File: config.mk
export PLATFORM = sky130hd
export DESIGN_NAME = rxring_writer
export DESIGN_NICKNAME = d
export VERILOG_FILES = /design/src/rtl/rxring_pkg.sv /design/src/rtl/rxring_space.sv /design/src/rtl/rxring_nextpg.sv /design/src/rtl/rxring_writer.sv
export SDC_FILE = /design/constraint.sdc
export NUM_CORES = 1
export LEC_CHECK = 0
export BUFFER_PORTS_ARGS = -buffer_cell sky130_fd_sc_hd__buf_2
export CORE_ASPECT_RATIO = 0.6
export CORE_UTILIZATION = 30
export CTS_BUF_LIST = sky130_fd_sc_hd__clkbuf_4 sky130_fd_sc_hd__clkbuf_8 sky130_fd_sc_hd__clkbuf_16
export DETAILED_ROUTE_END_ITERATION = 8
export PLACE_DENSITY = 0.58
export SYNTH_ARGS = -nofsm -noshare
export SYNTH_HDL_FRONTEND = slang
export SYNTH_SLANG_ARGS = --single-unit
File: constraint.sdc
create_clock -name clk_i -period 9.83 [get_ports clk_i]
set_input_delay 0.983 -clock clk_i [delete_from_list [all_inputs] [get_ports clk_i]]
set_output_delay 0.983 -clock clk_i [all_outputs]
set_load 0.01 [all_outputs]
File: src/rtl/rxring_pkg.sv
package rxring_pkg;
  typedef enum logic [1:0] {S_IDLE, S_HDR, S_DATA, S_PAD} rx_state_e;
  localparam int MIN_FRAME = 60;
  localparam int MAX_FRAME = 1514;
  localparam int HDR_BYTES = 4;
  localparam logic [7:0] RX_OK = 8'h01;
endpackage

File: src/rtl/rxring_space.sv
module rxring_space #(
  parameter int PG_W = 8,
  parameter int NEED = 1518
) (
  input  logic [PG_W-1:0] cur_i,
  input  logic [PG_W-1:0] bnd_i,
  input  logic [PG_W-1:0] start_i,
  input  logic [PG_W-1:0] stop_i,
  output logic            full_o
);
  localparam int BW = PG_W + 10;
  localparam logic signed [BW-1:0] NEED_B = BW'(NEED);

  logic signed [PG_W+1:0] cur_s, bnd_s, start_s, stop_s, avail_pg;
  logic signed [BW-1:0]   avail_b;

  always_comb begin
    cur_s   = $signed({2'b00, cur_i});
    bnd_s   = $signed({2'b00, bnd_i});
    start_s = $signed({2'b00, start_i});
    stop_s  = $signed({2'b00, stop_i});
    if (cur_i < bnd_i) avail_pg = bnd_s - cur_s;
    else               avail_pg = (stop_s - start_s) - (cur_s - bnd_s);
    avail_b = $signed({avail_pg, 8'h00});
    full_o  = avail_b < NEED_B;
  end
endmodule

File: src/rtl/rxring_nextpg.sv
module rxring_nextpg #(
  parameter int PG_W  = 8,
  parameter int TOT_W = 12
) (
  input  logic [PG_W-1:0]  cur_i,
  input  logic [PG_W-1:0]  start_i,
  input  logic [PG_W-1:0]  stop_i,
  input  logic [TOT_W-1:0] tot_i,
  output logic [PG_W-1:0]  next_o
);
  localparam int SUM_W = TOT_W + 2;
  localparam int RW    = PG_W + 2;

  logic [SUM_W-1:0] sum;
  logic [RW-1:0]    raw;

  always_comb begin
    // 4 trailing bytes then round up to whole pages
    sum = SUM_W'(tot_i) + SUM_W'(4 + 255);
    raw = RW'(cur_i) + RW'(sum >> 8);
    if (raw >= RW'(stop_i)) raw = raw - (RW'(stop_i) - RW'(start_i));
    next_o = raw[PG_W-1:0];
  end
endmodule

File: src/rtl/rxring_writer.sv
module rxring_writer
  import rxring_pkg::*;
#(
  parameter int ADDR_W = 16,
  parameter int LEN_W  = 11
) (
  input  logic              clk_i,
  input  logic              rst_ni,
  input  logic [ADDR_W-9:0] start_pg_i,
  input  logic [ADDR_W-9:0] stop_pg_i,
  input  logic [ADDR_W-9:0] bnd_pg_i,
  input  logic              cur_wr_i,
  input  logic [ADDR_W-9:0] cur_wdata_i,
  input  logic              stop_cmd_i,
  input  logic              frm_start_i,
  input  logic [LEN_W-1:0]  frm_len_i,
  input  logic              byte_vld_i,
  input  logic [7:0]        byte_data_i,
  input  logic              byte_last_i,
  output logic              byte_rdy_o,
  output logic              frm_ready_o,
  output logic              mem_we_o,
  output logic [ADDR_W-1:0] mem_addr_o,
  output logic [7:0]        mem_data_o,
  output logic [ADDR_W-9:0] cur_pg_o,
  output logic              rx_done_o,
  output logic [7:0]        status_o
);
  localparam int PG_W  = ADDR_W - 8;
  localparam int TOT_W = LEN_W + 1;

  rx_state_e         state_q;
  logic [1:0]        hdr_q;
  logic [ADDR_W-1:0] wa_q, wa_nx;
  logic [LEN_W-1:0]  cnt_q;
  logic [PG_W-1:0]   cur_q, next_q, next_c;
  logic [TOT_W-1:0]  tot_q, tot_c;
  logic              done_q, full;
  logic [7:0]        stat_q;

  rxring_space #(.PG_W(PG_W), .NEED(MAX_FRAME + HDR_BYTES)) u_space (
    .cur_i(cur_q), .bnd_i(bnd_pg_i), .start_i(start_pg_i), .stop_i(stop_pg_i),
    .full_o(full)
  );

  always_comb begin
    if (frm_len_i < LEN_W'(MIN_FRAME)) tot_c = TOT_W'(MIN_FRAME + HDR_BYTES);
    else                               tot_c = TOT_W'(frm_len_i) + TOT_W'(HDR_BYTES);
  end

  rxring_nextpg #(.PG_W(PG_W), .TOT_W(TOT_W)) u_next (
    .cur_i(cur_q), .start_i(start_pg_i), .stop_i(stop_pg_i), .tot_i(tot_c),
    .next_o(next_c)
  );

  assign frm_ready_o = (state_q == S_IDLE) && !stop_cmd_i && !full;
  assign byte_rdy_o  = (state_q == S_DATA);
  assign cur_pg_o    = cur_q;
  assign rx_done_o   = done_q;
  assign status_o    = stat_q;

  always_comb begin
    wa_nx = wa_q + ADDR_W'(1);
    if (wa_nx == {stop_pg_i, 8'h00}) wa_nx = {start_pg_i, 8'h00};
  end

  always_comb begin
    mem_we_o   = 1'b0;
    mem_addr_o = wa_q;
    mem_data_o = 8'h00;
    unique case (state_q)
      S_HDR: begin
        mem_we_o   = 1'b1;
        mem_addr_o = {cur_q, 6'h00, hdr_q};
        unique case (hdr_q)
          2'd0: mem_data_o = RX_OK;
          2'd1: mem_data_o = 8'(next_q);
          2'd2: mem_data_o = tot_q[7:0];
          default: mem_data_o = 8'(tot_q >> 8);
        endcase
      end
      S_DATA: begin
        mem_we_o   = byte_vld_i;
        mem_data_o = byte_data_i;
      end
      S_PAD: mem_we_o = 1'b1;
      default: ;
    endcase
  end

  always_ff @(posedge clk_i or negedge rst_ni) begin
    if (!rst_ni) begin
      state_q <= S_IDLE;
      hdr_q   <= '0;
      wa_q    <= '0;
      cnt_q   <= '0;
      cur_q   <= '0;
      next_q  <= '0;
      tot_q   <= '0;
      done_q  <= 1'b0;
      stat_q  <= 8'h00;
    end else begin
      done_q <= 1'b0;
      unique case (state_q)
        S_IDLE: begin
          if (cur_wr_i) cur_q <= cur_wdata_i;
          if (frm_start_i && frm_ready_o) begin
            next_q  <= next_c;
            tot_q   <= tot_c;
            hdr_q   <= '0;
            cnt_q   <= '0;
            wa_q    <= {cur_q, 8'(HDR_BYTES)};
            state_q <= S_HDR;
          end
        end
        S_HDR: begin
          hdr_q <= hdr_q + 2'd1;
          if (hdr_q == 2'd3) state_q <= S_DATA;
        end
        S_DATA: if (byte_vld_i) begin
          wa_q  <= wa_nx;
          cnt_q <= cnt_q + LEN_W'(1);
          if (byte_last_i) begin
            if (cnt_q + LEN_W'(1) < LEN_W'(MIN_FRAME)) state_q <= S_PAD;
            else begin
              cur_q   <= next_q;
              done_q  <= 1'b1;
              stat_q  <= RX_OK;
              state_q <= S_IDLE;
            end
          end
        end
        S_PAD: begin
          wa_q  <= wa_nx;
          cnt_q <= cnt_q + LEN_W'(1);
          if (cnt_q + LEN_W'(1) >= LEN_W'(MIN_FRAME)) begin
            cur_q   <= next_q;
            done_q  <= 1'b1;
            stat_q  <= RX_OK;
            state_q <= S_IDLE;
          end
        end
        default: state_q <= S_IDLE;
      endcase
    end
  end

  assert_drop_no_write_R2: assert property (@(posedge clk_i) disable iff (!rst_ni)
    (state_q == S_IDLE && !frm_ready_o) |=> !mem_we_o);
  assert_hdr_at_cur_R3: assert property (@(posedge clk_i) disable iff (!rst_ni)
    (frm_start_i && frm_ready_o) |=> (mem_we_o && mem_addr_o == {$past(cur_pg_o), 8'h00}));
  assert_wr_in_ring_R5: assert property (@(posedge clk_i) disable iff (!rst_ni)
    mem_we_o |-> (mem_addr_o >= {start_pg_i, 8'h00} && mem_addr_o < {stop_pg_i, 8'h00}));
  assert_done_pulse_R7: assert property (@(posedge clk_i) disable iff (!rst_ni)
    rx_done_o |=> !rx_done_o);
  assert_cur_moves_R9: assert property (@(posedge clk_i) disable iff (!rst_ni)
    (cur_pg_o != $past(cur_pg_o)) |-> (rx_done_o || $past(cur_wr_i)));
  assert_no_wr_unready_R8: assert property (@(posedge clk_i) disable iff (!rst_ni)
    (state_q == S_IDLE) |-> !mem_we_o);
endmodule

==> summary.md <==
The number of max-slew violations in the final report is 0, and the width of the die is 194 um. The largest area contributor in the synthesized netlist is sky130_fd_sc_hd__dfrtp_1. The maximum number of pins on one net before global-route repair is 62. Sorting the synthesized cells by area gives the leading types as sky130_fd_sc_hd__dfrtp_1 (23%), sky130_fd_sc_hd__ha_1 (12%), sky130_fd_sc_hd__o21ai_0 (5.3%), sky130_fd_sc_hd__nand2_1 (4.7%), sky130_fd_sc_hd__xnor2_1 (4.2%). The final setup TNS is 0 ns, and the number of global-route vias before repair is 5,554. The run gives 0.686 as the combinational power share. Yosys mapped the design onto 73 distinct sky130hd cell types.

The tools report the relative slew slack as 0.217. Setup repair after global routing left no endpoint under its margin. Once detail routing completed, the nets flagged for antenna violations numbered 0.

The run gives 31,700 um as the global-route wire length before repair. The initial antenna violation count was 1. In this run the count of I/O pins placed on the die edge is 102. Traced cell by cell, the critical path runs through buf_2, inv_1, ha_1, inv_1, fa_1, a21o_1, a21oi_1, o21bai_1, a21oi_1, o21bai_1, a21oi_1, ha_1, nand2b_1, nor4b_1, a211oi_1, nand4b_1, or4_1, a21oi_1, nor2_1, buf_2. Hold repair after CTS inserted 0 buffers. The region available for standard cell placement spans 21,400 um^2.

The number of vias per cell after detailed routing was 5.12. In the final design database the tool counted 1,041 nets. The H-tree depth came out at 3.

Startpoint class of the critical path: a primary input. Fraction of power spent switching nets: 0.505. After layout, the minimum clock period comes to 5.83 ns. Wires add up to 20,200 um. After the first detailed-routing iteration, the DRC count stood at 590.

Derived from the worst setup path, the maximum achievable clock frequency is 171 MHz. The leftover overflow at the end of global routing is 0. Buffers inserted during clock tree synthesis total 9. The y dimension of the die came out at 117 um. The critical path data required time was 8.85 ns; the standard-cell row count was 41.

The sink count of the clock tree is 61, and the number of cells produced by synthesis is 830. In this run the cell area of the synthesized design comes to 6660 um^2. The maximum ir drop on the vdd rail was 135 uV.

The worst setup path is captured at an output pin. Number of diodes added for antenna fixing: 0. TritonCTS built the clock tree. The tools report the worst-case clock skew as 0.0101 ns. Post-CTS repair changed the size of 0 cells.

The die covers 22,800 um^2. The number of flops mapped to enable cells by yosys was 0; the number of warnings printed during yosys synthesis was 0. In this design, the largest share of critical-path delay is due to compound AO/OA/AOI/OAI gates. For the via count, the log shows 6,088. The internal power was 1.28 mW; the setup slack on the worst flop-to-flop path was 4.73 ns. The register area share after synthesis was 0.229. Net switching power of the design: 1.30 mW. Of all nets on the critical path, the largest fanout is 4. The count of buffer and inverter cells on the critical path is 4.

The clock slew seen by the registers of the worst setup and hold paths is 0.06 ns, and the post-synthesis average cell area is 8.03 um^2. The smallest hold slack is 0.478 ns. The CTS root buffer is sky130_fd_sc_hd__clkbuf_16. After detailed routing, the number of remaining DRC violations is 0. The critical path is of the in2out type. Setup violations remaining at the end of the flow were counted as 0. The path category of the worst min-delay check was reg2reg.

The run gives 0.312 as the initial cell density of the core. For the worst setup path, the data arrival time is 4.85 ns. Leaving out fill and tap cells, the most frequent cell in the layout is sky130_fd_sc_hd__buf_2. The detailed-route wire length per cell works out to 16.9 um. The fraction of final layout cells sized beyond drive strength 1 came out at 0.168. The pre-antenna-repair detailed-routing pass consisted of 5 iterations. For this design the ratio of total power to cell area is 336 nW/um^2.

The overall track demand over capacity in global routing is 0.179, and the total leakage power is 3.57 nW. Detailed placement finished with a half-perimeter wire length of 16,200 um. For the number of max-cap violations, the log shows 0.

The library cells used most frequently in the layout, excluding fill and tap cells, are sky130_fd_sc_hd__buf_2 (94), sky130_fd_sc_hd__nand2_1 (83), sky130_fd_sc_hd__o21ai_0 (71). The clock reaches the later pin of the worst-skew pair after 0.34 ns. The area growth from synthesis to layout is 14.9%. The total setup buffers inserted after CTS was 0; the number of failing hold endpoints at the final stage was 0. The run finished with clean final reports. The post-route clock period utilization was 0.593. The prevailing post-synth register cell is sky130_fd_sc_hd__dfrtp_1. Among all stages on the critical path, the largest delay is contributed by sky130_fd_sc_hd__or4_1. The number of buffers inserted by port buffering came out at 94.

The register share of total power was 0.187. Number of synthesized register bits: 61. The fraction of power consumed by the clock network is 0.127, and the share of the synthesized area in the top cell type is 0.229.

At the pin with the least slew margin, the transition time is 1.16 ns. In this run the deepest clock path goes through 2 buffers. The largest stage delay on the critical path works out to 0.50 ns. The async set-or-reset flop fraction in the synthesized netlist works out to 1.00. Among the stages of the critical path, the cell type that occurs most often is sky130_fd_sc_hd__a21oi_1. Routability-driven placement finished with a final weighted congestion of 0.904.
-- through the flow --
stage	total power, mW	util	setup WS (ns)	area (um^2)	std cells
final	2.57	0.358	4.00	7650	1190
after global routing	2.80	0.358	3.64	7650	1190
after CTS	2.55	0.358	4.01	7650	1190
after detailed placement	2.21	0.344	3.82	7350	1175
after global placement	2.22	0.344	3.95	7350	1175
after floorplan	1.73	-	4.67	6690	837
-- Yosys cell counts, types with 10 or more instances --
library cell	instances
sky130_fd_sc_hd__nand2_1	83
sky130_fd_sc_hd__fa_1	12
sky130_fd_sc_hd__xnor2_1	32
sky130_fd_sc_hd__mux2_2	21
sky130_fd_sc_hd__o21ai_0	71
sky130_fd_sc_hd__mux2i_1	16
sky130_fd_sc_hd__ha_1	64
sky130_fd_sc_hd__a21oi_1	41
sky130_fd_sc_hd__buf_2	10
sky130_fd_sc_hd__nor2b_1	17
sky130_fd_sc_hd__clkbuf_1	19
sky130_fd_sc_hd__inv_1	70
sky130_fd_sc_hd__nand3_1	22
sky130_fd_sc_hd__buf_4	11
sky130_fd_sc_hd__nand2b_1	20
sky130_fd_sc_hd__xor2_1	19
sky130_fd_sc_hd__nor2_1	60
sky130_fd_sc_hd__a21o_1	13
sky130_fd_sc_hd__dfrtp_1	61
sky130_fd_sc_hd__a22oi_1	10
sky130_fd_sc_hd__nor3_1	11
-- path summary, 6_finish.rpt --
kind | endpoint | depth (start not counted) | start
min reg2reg | status_o[0]$_DFFE_PN0P_ | 1 | status_o[0]$_DFFE_PN0P_
max | frm_ready_o | 20 | stop_pg_i[0]
min | status_o[0]$_DFFE_PN0P_ | 1 | status_o[0]$_DFFE_PN0P_
min in group asynchronous | wa_q[13]$_DFFE_PN0P_ | 2 | rst_ni
max reg2reg | tot_q[10]$_DFFE_PN0P_ | 18 | cur_pg_o[2]$_DFFE_PN0P_
max in group asynchronous | tot_q[0]$_DFFE_PN0P_ | 2 | rst_ni
-- metal layers --
layer	global-route usage	vias to the layer above	routed length (um)
li1	-	3066	-
met1	0.299	2848	11500
met2	0.222	172	7260
met3	0.0472	2	1400
met4	0.0223	0	29
met5	0	-	0
-- cell type report --
cell class	instances	area, um^2
Clock buffer	12	254
Inverter	71	267
Timing Repair Buffer	101	523
Sequential cell	61	1530
Tap cell	279	349
Clock inverter	3	46.3
Multi-Input combinational cell	663	4690
Fill cell	2197	13700
-- registers in the layout, indices dropped and copies added, names as in the netlist --
register,count
cnt_q,11
cur_pg_o,8
hdr_q,2
next_q,8
rx_done_o,1
state_q,2
status_o,1
tot_q,12
wa_q,16
-- cells by family after synthesis --
| kind of cell | after synthesis | share of synthesized area |
|---|---|---|
| AND/OR/NAND/NOR | 264 | 0.197 |
| other | 1 | 0.000563 |
| AO/OA/AOI/OAI | 224 | 0.212 |
| flip-flops | 61 | 0.229 |
| XOR/XNOR | 51 | 0.0670 |
| adder cells (fa/ha/maj) | 76 | 0.156 |
| multiplexers | 40 | 0.0652 |
| buffers and inverters | 113 | 0.0730 |
-- power groups by stage --
stage               registers, mW  clock network, mW  logic, mW
floorplan                   0.408                  0       1.32
global placement            0.480                  0       1.74
detailed placement          0.481                  0       1.73
CTS                         0.477              0.333       1.74
global route                0.493              0.344       1.96
finish                      0.482              0.328       1.77
-- worst register-to-register path, cell delays in order (launching register included) --
cell	delay [ns]
sky130_fd_sc_hd__dfrtp_1	0.61
sky130_fd_sc_hd__ha_1	0.43
sky130_fd_sc_hd__nor2b_1	0.18
sky130_fd_sc_hd__o21ai_0	0.22
sky130_fd_sc_hd__a21oi_1	0.12
sky130_fd_sc_hd__o21ai_0	0.17
sky130_fd_sc_hd__nand2b_1	0.11
sky130_fd_sc_hd__a21o_1	0.19
sky130_fd_sc_hd__a21o_1	0.20
sky130_fd_sc_hd__ha_1	0.34
sky130_fd_sc_hd__nor2b_1	0.06
sky130_fd_sc_hd__a221o_1	0.27
sky130_fd_sc_hd__a211oi_1	0.21
sky130_fd_sc_hd__nand4b_1	0.11
sky130_fd_sc_hd__or4_1	0.50
sky130_fd_sc_hd__a21oi_1	0.38
sky130_fd_sc_hd__or3_1	0.19
sky130_fd_sc_hd__buf_4	0.32
sky130_fd_sc_hd__mux2_2	0.39
(Power assumes the default switching activity.)
